[config.mk]
export PLATFORM = sky130hd
export DESIGN_NAME = bus_err_logger
export DESIGN_NICKNAME = d
export VERILOG_FILES = /design/src/rtl/bus_err_logger.sv
export SDC_FILE = /design/constraint.sdc
export NUM_CORES = 1
export LEC_CHECK = 0
export ABC_AREA = 1
export BUFFER_PORTS_ARGS = -buffer_cell sky130_fd_sc_hd__buf_4
export CORE_ASPECT_RATIO = 1.25
export CORE_MARGIN = 3
export CORE_UTILIZATION = 46
export DETAILED_ROUTE_END_ITERATION = 10
export PLACE_DENSITY = 0.8
export SKIP_LAST_GASP = 1
export SYNTH_ARGS = -nofsm -noshare
export SYNTH_HDL_FRONTEND = slang
export SYNTH_SLANG_ARGS = --single-unit
[constraint.sdc]
create_clock -name clk -period 1.3 [get_ports clk]
set_clock_uncertainty 0.1 [all_clocks]
set_input_delay 0.26 -clock clk [delete_from_list [all_inputs] [get_ports clk]]
set_output_delay 0.26 -clock clk [all_outputs]
set_load 0.005 [all_outputs]
[src/rtl/bus_err_logger.sv]
module bus_err_logger #(
  parameter int ADDR_W = 32,
  parameter int CMD_W  = 4,
  parameter int ATTR_W = 8
) (
  input  logic              clk,
  input  logic              rst_n,
  input  logic              err_tabort,
  input  logic              err_mabort,
  input  logic              err_dpar,
  input  logic              err_apar,
  input  logic [ADDR_W-1:0] txn_addr,
  input  logic [CMD_W-1:0]  txn_cmd,
  input  logic [ATTR_W-1:0] txn_attr,
  input  logic              clr_first,
  input  logic              clr_next,
  input  logic              mask_fatal,
  input  logic              mask_nonfatal,
  output logic              first_fatal,
  output logic              next_fatal,
  output logic              log_valid,
  output logic              log_fatal,
  output logic [ADDR_W-1:0] log_addr,
  output logic [CMD_W-1:0]  log_cmd,
  output logic [ATTR_W-1:0] log_attr,
  output logic              msg_req,
  output logic              msg_fatal
);

  logic fatal_ev, nf_ev, first_c, next_c, valid_c, load;

  assign fatal_ev = err_dpar | err_apar;
  assign nf_ev    = err_tabort | err_mabort;

  // clears apply first, then the new event
  assign first_c = first_fatal & ~clr_first;
  assign next_c  = next_fatal & ~clr_next;
  assign valid_c = log_valid & ~clr_first;
  assign load    = (fatal_ev & ~first_c) | (~fatal_ev & nf_ev & ~valid_c);

  always_ff @(posedge clk) begin
    if (!rst_n) begin
      first_fatal <= 1'b0;
      next_fatal  <= 1'b0;
      log_valid   <= 1'b0;
      log_fatal   <= 1'b0;
      msg_req     <= 1'b0;
      msg_fatal   <= 1'b0;
    end else begin
      first_fatal <= first_c | fatal_ev;
      next_fatal  <= next_c | (fatal_ev & first_c);
      log_valid   <= valid_c | load;
      if (load) log_fatal <= fatal_ev;
      msg_req     <= (fatal_ev & ~mask_fatal) | (nf_ev & ~mask_nonfatal);
      msg_fatal   <= fatal_ev & ~mask_fatal;
    end
  end

  always_ff @(posedge clk) begin
    if (!rst_n) begin
      log_addr <= '0;
      log_cmd  <= '0;
      log_attr <= '0;
    end else if (load) begin
      log_addr <= txn_addr;
      log_cmd  <= txn_cmd;
      log_attr <= txn_attr;
    end
  end


  first_capture_chk: assert property (@(posedge clk) disable iff (!rst_n)
    (fatal_ev && !first_fatal) |=> (first_fatal && log_valid && log_fatal));


  frozen_log_chk: assert property (@(posedge clk) disable iff (!rst_n)
    (first_fatal && !clr_first) |=> ($stable(log_addr) && $stable(log_cmd) && $stable(log_attr) && log_fatal));


  nonfatal_no_next_chk: assert property (@(posedge clk) disable iff (!rst_n)
    (!next_fatal && !fatal_ev) |=> !next_fatal);


  nonfatal_keeps_log_chk: assert property (@(posedge clk) disable iff (!rst_n)
    (log_valid && !clr_first && !fatal_ev) |=> ($stable(log_addr) && $stable(log_fatal)));


  fatal_msg_chk: assert property (@(posedge clk) disable iff (!rst_n)
    (fatal_ev && !mask_fatal) |=> (msg_req && msg_fatal));


  masked_msg_chk: assert property (@(posedge clk) disable iff (!rst_n)
    ((!fatal_ev || mask_fatal) && (!nf_ev || mask_nonfatal)) |=> !msg_req);


  severity_needs_req_chk: assert property (@(posedge clk) disable iff (!rst_n)
    msg_fatal |-> msg_req);


  fatal_type_valid_chk: assert property (@(posedge clk) disable iff (!rst_n)
    first_fatal |-> (log_valid && log_fatal));

endmodule

# Word-level counts from Yosys, hierarchy flattened
# Cells that the tools add are included.
# word_totals
ff_bits	50
out_inout_bits	50
# classes
bitwise	23
# ops
operator	count
$and A1 B1 Y1	9
$not A1 Y1	7
$or A1 B1 Y1	7

# Depth between registers and ports, before layout
# Gate-level depths: netlist (run 1).
# logic_depth
depth_word	6
depth_mapped	8
ltp_nobuf	7

# Worst setup path after synthesis (run 1)
# OpenSTA, ideal clock, no wires.
# synth_timing
kind	reg2reg
start	register first_fatal
end	register log_addr[14]
arrival_time_ns	0.981
required_ns	1.086
path_slack_ns	0.105
path_stages_with_launch	7
path_buffers	1
cell_sequence	dfxtp_1 > nand2_1 > nand2_4 > nand2_4 > buf_4 > nor2_1 > nor2_2
# synth_between
elab_chain_len	4
# synth_lines
element	line_no	source
from (decl)	19	output logic first_fatal,
from (signal assigned)	50	first_fatal <= first_c | fatal_ev;
$and A1 B1 Y1	36	assign first_c = first_fatal & ~clr_first;
$not A1 Y1	39	assign load = (fatal_ev & ~first_c) | (~fatal_ev & nf_ev & ~valid_c);
$and A1 B1 Y1	39	
$or A1 B1 Y1	39	
to (signal assigned)	65	log_addr <= txn_addr;
to (decl)	23	output logic [ADDR_W-1:0] log_addr,
# Every way passes these cells.
# A chain may end at the register's enable or synchronous reset.

# Final worst setup path (run 1)
# layout_timing
start	register first_fatal
end	output port first_fatal
# No word-level cell between the ends.

==> summary.md, run 1 <==
| Metric | Value |
|---|---|
| Outcome | completed |
| Post-route clock period utilization | ~94% |
| First-pass GRT wire length | roughly 8.9 mm |
| N_diodes | 0 |
| Drt drc | 0 |
| Sequential share of the synthesized area | around 44% |
| Vias in the first global route | about 2100 |
| Synth top area cells | dfxtp_1 (44%), nor2_1 (12%), nand3_1 (10%) |
| Critical Path Max Stage Delay | between 300 and 400 ps |
| Setup TNS | 0 ps |
| Static Leakage | between 1.5 and 2 nW |
| Port bufs | 103 |
| Post-CTS Resized | 0 |
| Initial Util | 49.4% |
| Post-synthesis async set-or-reset flop share | 0% |
| Min-delay worst type | in -> reg |
| Commonest non-fill, non-tap cell in the layout | buf_4 |
| DIE AREA | approximately 5800 µm² |
| Hold_buf cts | 0 |
| Final min period | 1220 ps |
| Total track usage | 19.2% |
| Placeable Area | 4560 µm² |
| # fillers | 408 |
| Register-to-Register Path Depth | 7 |
| Fin cells | 479 |
| CTS tree | yes |
| Worst path slowest cell | dfxtp_1 |
| Sink Count | 50 |
| Vias per cell | 4.59 |
| Synth unique cells | 17 |
| Post-synth EDFFs | 0 |
| Crit Path Class | reg -> out |
| Vias | around 2200 |
| Synthesized area | between 2000 and 2500 µm² |
| Max frequency | 0.818 GHz |
| Synth area leader | dfxtp_1 |
| IR drop worst, VDD | 0.900 mV |
| Row count | 27 |
| Setup WS pre-CTS | around 5.9 ps |
| Slew Limit Fails | 0 |
| Clock H-tree levels | 2 |
| Die height | around 84 µm |
| Initial antenna violation count | 0 |
| Top Ports | roughly 100 |
| Design area | 3190 µm² |
| Syn Inst Count | 318 |
| CP cell instances | buf_4 > buf_4 |
| Pin count of the biggest net entering global routing | 28 |
| Nets@finish | ~470 |
| Gp weighted congestion | 0.767 |
| Root Driver | clkbuf_8 |
| CTS clock-pin slew for the worst setup and hold paths | around 80 ps |
| RSZ-0062 raised after global routing | no |
| Worst slew pin tran | roughly 250 ps |
| Syn-to-layout area delta | 41.6% |
| #FFs+latches synth | 50 |
| Synthesized Nets | 372 |
| Most frequent cells in the layout | buf_4 (105), nor2_1 (75), inv_1 (51) |
| Min setup slack post-route | just under 80 ps |
| Worst path required time | around 940 ps |
| Drt pass-1 iters | 4 |
| Element type at the critical path start | flip-flop |
| Final setup violation count | 0 |
| Grt ovf | 0 |
| Share of cells above drive strength 1 | between 30% and 40% |
| CP Max Fanout | 2 |
| Placed insts | 471 |
| CTS max path bufs | 2 |
| DR iter-0 viols | 96 |
| Synthesized area per cell | roughly 7 µm² |
| Clock buffer count from CTS | 5 |
| Tot Pwr | between 3 and 4 mW |
| Fin. Hold Viols | 0 |
| Main synth FF type | dfxtp_1 |
| Most used cell, CP | buf_4 |
| Clk_lat worst skew | 280 ps |
| DIE WIDTH | 68.6 µm |
| Synthesis warning total | 0 |
| CP endpoint kind | primary output |
| Max cap viols | 0 |
| Final antenna-violating net count | 0 |
| DP Area | 3100 µm² |
| Post-CTS Setup Repair Bufs | 0 |
| WL final | around 5.3 mm |
| Pwr Density | 1070 nW/µm² |
| Max-Slew Margin vs Limit | a little over four fifths |
| WL/cell | about 11 µm |
| Synth top area share | ~44% |
| Hpwl dp | approximately 4.1 mm |
| Worst Hold Depth | 4 |
| CP arrival | approximately 860 ps |
==> Yosys cell counts (2+ instances only) <==
cell,count
nor2_1,75
inv_1,51
dfxtp_1,50
nand2_1,50
nand3_1,46
nor2_2,14
buf_4,8
buf_6,8
a21oi_1,4
nand2_4,3
inv_2,2
nand2_2,2
==> cells by family (layout without fill, tap and decap cells) <==
group,Yosys count,after routing,synth area share (%)
AND/OR/NAND/NOR,194,194,39.0
AO/OA/AOI/OAI,4,4,0.888
flip-flops,50,50,44.4
buffers and inverters,70,173,15.7
==> area by class of cell <==
type / count / area [µm²] / share of cell area (%)
Clock buffer: 7 / 86.3 / 2.71
Timing Repair Buffer: 112 / 928 / 29.1
Inverter: 53 / 199 / 6.24
Multi-Input combinational cell: 198 / 898 / 28.2
Clock inverter: 1 / 5.00 / 0.157
Sequential cell: 50 / 1000 / 31.4
Tap cell: 58 / 72.6 / 2.27
==> stage by stage <==
| step | hold WS [ps] | utilization [%] |
|---|---|---|
| floorplan | 323 | - |
| global placement | 365 | 68.0 |
| detailed placement | 368 | 68.0 |
| CTS | 118 | 70.0 |
| global route | 134 | 70.0 |
| finish | 121 | 70.0 |
==> worst max-delay path: cells and delay by family, from the launching register on <==
family,cells,cell delay [ps]
buf+inv,2,270
flops,1,310
==> state kept, by name, indices dropped and copies added, names as in the netlist <==
name / flops
log_addr: 32
log_attr: 8
log_cmd: 4
first_fatal: 1
log_fatal: 1
log_valid: 1
msg_fatal: 1
msg_req: 1
next_fatal: 1
==> per-layer routing <==
metal	vias to the layer above	track usage (%)	routed length, µm
li1	1142	-	-
met1	981	21.7	2070
met2	68	35.0	2750
met3	6	4.82	387
met4	0	3.98	78
met5	-	0	0
==> path summary, 6_finish.rpt <==
path	endpoint	slack [ps]	start
worst max-delay path	first_fatal	80	first_fatal$_SDFF_PN0_
worst max register to register	log_addr[3]$_SDFFE_PN0P_	120	log_valid$_SDFF_PN0_
worst min-delay path	next_fatal$_SDFF_PN0_	120	clr_next
worst min register to register	next_fatal$_SDFF_PN0_	380	next_fatal$_SDFF_PN0_
==> where the power goes <==
group / switching (mW) / internal (mW) / total, mW
clock: 0.458 / 0.430 / 0.888
combinational: 0.359 / 0.437 / 0.797
sequential: 0.0721 / 1.66 / 1.74
Note: power is estimated with default switching activity, not from simulation.
==> run 2, diff against run 1 <==
Settings changed: CORE_MARGIN 3 to 2, SKIP_CTS_REPAIR_TIMING set to 1.
==> run 2 against run 1 <==
  * Routed wire length about the same
  * Flip-flop and latch count stayed put
  * Critical path depth did not move
  * Largest cell class unchanged
==> summary.md, run 2 (synthesized netlist as in run 1, its figures left out) <==
| Metric | Value |
|---|---|
| Outcome | completed |
| Nets@finish | 474 |
| Worst path required time | between 900 and 1000 ps |
| Drt pass-1 iters | 6 |
| CTS tree | yes |
| Port bufs | just over 100 |
| Worst path slowest cell | dfxtp_1 |
| DR iter-0 viols | about 140 |
| Sink Count | 50 |
| Min setup slack post-route | roughly 68 ps |
| DIE WIDTH | 66.6 µm |
| Crit path buf inv count | 2 |
| Fin. Hold Viols | 0 |
| Clk_lat worst skew | roughly 290 ps |
| WL/cell | 11.0 µm |
| Most used cell, CP | buf_4 |
| Top flop regs | log_addr: 32 flops, log_attr: 8 flops, log_cmd: 4 flops |
| Total track usage | between 20% and 30% |
| Gp weighted congestion | roughly 0.74 |
| Reg-to-Reg Start | log_valid$_SDFF_PN0_ |
| Clock buffer count from CTS | 5 |
| Max reg flops | 32 |
| RR Endpoint | log_addr[22]$_SDFFE_PN0P_ |
| Min-delay worst type | in -> reg |
| Setup WS pre-CTS | 3.72 ps |
| Worst Hold Depth | 4 |
| Initial Util | 47.6% |
| Setup TNS | 0 ps |
| Max frequency | a little over 0.8 GHz |
| Worst slew pin tran | between 200 and 300 ps |
| RSZ-0062 raised after global routing | no |
| Vias in the first global route | 2078 |
| Crit Path Class | reg -> out |
| Pin count of the biggest net entering global routing | 33 |
| Top Ports | 104 |
| Commonest non-fill, non-tap cell in the layout | buf_4 |
| Final core utilization | roughly two thirds |
| Slew Limit Fails | 0 |
| DIE AREA | ~5500 µm² |
| Vias per cell | 4.58 |
| Final antenna-violating net count | 0 |
| Element type at the critical path start | flip-flop |
| Pwr Density | approximately 1100 nW/µm² |
| Max cap viols | 0 |
| Root Driver | clkbuf_8 |
| Hpwl dp | 4.02 mm |
| Worst Hold Path EP | next_fatal$_SDFF_PN0_ |
| CP arrival | a little under 900 ps |
| Clock H-tree levels | 2 |
| CP cell instances | buf_4 > buf_4 |
| Drt drc | 0 |
| Most frequent cells in the layout | buf_4 (107), nor2_1 (75), inv_1 (51) |
| CTS clock-pin slew for the worst setup and hold paths | approximately 80 ps |
| Share of cells above drive strength 1 | 33.8% |
| Final min period | 1230 ps |
| CP Max Fanout | 2 |
| Critical Path Max Stage Delay | between 300 and 400 ps |
| Largest register by flop count | log_addr |
| CP endpoint kind | primary output |
| CP top delay family | flip-flops |
| First-pass GRT wire length | around 8.7 mm |
| N_diodes | 0 |
| WL final | ~5.3 mm |
| CTS max path bufs | 2 |
| Syn-to-layout area delta | 39.9% |
| R2R Setup Slk | roughly 110 ps |
| Worst hold margin | approximately 120 ps |
| Post-route clock period utilization | between 90% and 100% |
| Static Leakage | 1.84 nW |
| Hold_sp | clr_next |
| Initial antenna violation count | 0 |
| Die height | just over 80 µm |
| Placeable Area | 4730 µm² |
| Max-Slew Margin vs Limit | between 80 and 90% |
| Final setup violation count | 0 |
| # fillers | approximately 450 |
| Tot Pwr | about 3.4 mW |
| Vias | 2199 |
| Grt ovf | 0 |
| Register-to-Register Path Depth | 7 |
| IR drop worst, VDD | between 0.7 and 0.8 mV |
| Row count | 28 |
run 2: worst max path at each step:
stage / startpoint / to / slack, ps / depth (start not counted)
4_1_cts: first_fatal$_SDFF_PN0_ / first_fatal / 60 / 2
5_1_grt: log_valid$_SDFF_PN0_ / log_addr[25]$_SDFFE_PN0P_ / 20 / 7
2_1_floorplan: first_fatal$_SDFF_PN0_ / log_addr[14]$_SDFFE_PN0P_ / 100 / 6
6_report: first_fatal$_SDFF_PN0_ / first_fatal / 70 / 2
3_3_place_gp: clr_first / log_addr[23]$_SDFFE_PN0P_ / 50 / 8
3_5_place_dp: clr_first / log_addr[22]$_SDFFE_PN0P_ / 4 / 8
run 2: final cells by class:
type	count	area [µm²]	area share (%)
clock buffers	7	76.3	2.42
inverters	53	199	6.31
multi-input cells	198	898	28.5
flip-flops and latches	50	1000	31.7
well taps	60	75.1	2.38
repair buffers	112	903	28.7
run 2: stage by stage:
stage	cells	instance area, µm²
after floorplan	318	2250
after global placement	473	3080
after detailed placement	473	3080
after CTS	480	3150
after global routing	480	3150
final	480	3150
run 2: worst register-to-register path: stages (launching register included):
cell     delay [ps]
dfxtp_1         340
nand2_2          90
nand2_1          70
nand2_2          90
buf_12          190
nand3_1          90
nand2_1          80
nor2_2           30
run 2: power by group:
part           total, mW  switching (mW)  internal [mW]  leakage [nW]
clock network      0.833           0.462          0.372        0.0383
registers           1.74          0.0742           1.66         0.416
logic              0.783           0.354          0.430          1.39
run 2: metal layers:
layer  part of all wire [%]  GRT usage [%]
met1                     40           21.9
met2                     54           39.6
met3                    6.0           4.47
met4                   0.51           4.69
met5                      0              0
==> run 3, diff against run 2 <==
Settings changed: CTS_BUF_LIST set to sky130_fd_sc_hd__clkbuf_8 sky130_fd_sc_hd__clkbuf_16.
==> run 3 against run 2 <==
  * Fmax hardly changed
  * Via count shrank 0.14%
  * Cell count did not move
  * Sequential share of layout area is the same
  * Combinational power about the same
  * Non-clock buffer count did not move
==> summary.md, run 3 (synthesized netlist as in run 1, its figures left out) <==
| Metric | Value |
|---|---|
| Outcome | completed |
| Clk_lat worst skew | ~290 ps |
| Max-Slew Margin vs Limit | ~82% |
| CP Max Fanout | 2 |
| N_diodes | 0 |
| Drt pass-1 iters | 5 |
| RSZ-0062 raised after global routing | no |
| Worst slew pin tran | about 270 ps |
| Crit path buf inv count | 2 |
| Crit Path Class | reg -> out |
| Nets@finish | about 470 |
| Static Leakage | about 1.9 nW |
| Vias per cell | ~4.6 |
| Largest register by flop count | log_addr |
| Critical Path Max Stage Delay | between 300 and 400 ps |
| WL/cell | around 11 µm |
| CP endpoint kind | primary output |
| Clock H-tree levels | 2 |
| Hold_sp | clr_next |
| DIE AREA | roughly 5500 µm² |
| Hpwl dp | just over 4 mm |
| Share of cells above drive strength 1 | ~34% |
| Commonest non-fill, non-tap cell in the layout | buf_4 |
| Worst Hold Path EP | next_fatal$_SDFF_PN0_ |
| Gp weighted congestion | about 0.74 |
| Worst Hold Depth | 4 |
| Element type at the critical path start | flip-flop |
| Row count | 28 |
| Port bufs | roughly 100 |
| Placeable Area | approximately 4700 µm² |
| Post-route clock period utilization | around 95% |
| Die height | roughly 82 µm |
| Setup TNS | 0 ps |
| Top flop regs | log_addr: 32 flops, log_attr: 8 flops, log_cmd: 4 flops |
| DIE WIDTH | about 67 µm |
| Setup WS pre-CTS | roughly 3.7 ps |
| Vias in the first global route | approximately 2100 |
| Max reg flops | 32 |
| Total track usage | 20.3% |
| Max cap viols | 0 |
| Pwr Density | approximately 1100 nW/µm² |
| CP top delay family | flip-flops |
| WL final | 5.31 mm |
| Final antenna-violating net count | 0 |
| CTS clock-pin slew for the worst setup and hold paths | 80 ps |
| Min setup slack post-route | 67.4 ps |
| Worst hold margin | 117 ps |
| Slew Limit Fails | 0 |
| First-pass GRT wire length | between 8 and 9 mm |
| Most frequent cells in the layout | buf_4 (107), nor2_1 (75), inv_1 (53) |
| Clock buffer count from CTS | 5 |
| RR Endpoint | log_addr[22]$_SDFFE_PN0P_ |
| Most used cell, CP | buf_4 |
| Drt drc | 0 |
| DR iter-0 viols | between 100 and 150 |
| CTS tree | yes |
| Root Driver | clkbuf_8 |
| CP arrival | just under 900 ps |
| Vias | approximately 2200 |
| Register-to-Register Path Depth | 7 |
| Initial Util | approximately 48% |
| CTS max path bufs | 2 |
| Min-delay worst type | in -> reg |
| Sink Count | 50 |
| R2R Setup Slk | roughly 110 ps |
| Max frequency | 0.811 GHz |
| Initial antenna violation count | 0 |
| Top Ports | ~100 |
| IR drop worst, VDD | 0.787 mV |
| Reg-to-Reg Start | log_valid$_SDFF_PN0_ |
| Pin count of the biggest net entering global routing | 33 |
| Worst path required time | 940 ps |
| Final min period | between 1000 and 1500 ps |
| Grt ovf | 0 |
| Syn-to-layout area delta | 39.9% |
| Worst path slowest cell | dfxtp_1 |
| Final setup violation count | 0 |
| Fin. Hold Viols | 0 |
| CP cell instances | buf_4 > buf_4 |
-- run 3: worst max-delay path by stage --
stage | depth (start not counted) | to | from
5_1_grt | 7 | log_addr[25]$_SDFFE_PN0P_ | log_valid$_SDFF_PN0_
3_3_place_gp | 8 | log_addr[23]$_SDFFE_PN0P_ | clr_first
2_1_floorplan | 6 | log_addr[14]$_SDFFE_PN0P_ | first_fatal$_SDFF_PN0_
4_1_cts | 2 | first_fatal | first_fatal$_SDFF_PN0_
6_report | 2 | first_fatal | first_fatal$_SDFF_PN0_
3_5_place_dp | 8 | log_addr[22]$_SDFFE_PN0P_ | clr_first
-- run 3: final cells by class --
class	count	area, µm²
tap	60	75.1
fill	453	1580
sequential	50	1000
clock buffer	5	68.8
multi-input combinational	198	898
timing repair buffer	112	903
inverter	53	199
clock inverter	2	7.51
-- run 3: worst reg2reg max path: stages (launching register included) --
cell	delay [ps]
dfxtp_1	340
nand2_2	90
nand2_1	70
nand2_2	90
buf_12	190
nand3_1	90
nand2_1	80
nor2_2	30
-- run 3: power by group --
group | total [mW] | switching [mW] | internal [mW]
registers | 1.74 | 0.0746 | 1.66
clock network | 0.819 | 0.463 | 0.356
logic | 0.783 | 0.354 | 0.430
-- run 3: metal layers --
| metal | GRT usage (%) | up-vias | share of wire (%) |
|---|---|---|---|
| met5 | 0 | - | 0 |
| met4 | 4.69 | 0 | 0.55 |
| met3 | 4.47 | 4 | 5.8 |
| met2 | 39.6 | 68 | 53 |
| met1 | 21.9 | 980 | 40 |
| li1 | - | 1144 | - |
-- run 3: through the flow --
step                      instance area [µm²]  total power, mW  utilization, %  instances
after global placement                   3080             2.54            65.1        473
final                                    3150             3.34            66.7        480
after CTS                                3150             3.37            66.7        480
after detailed placement                 3080             2.57            65.1        473
after floorplan                          2250             2.16               -        318
after global routing                     3150             3.53            66.7        480
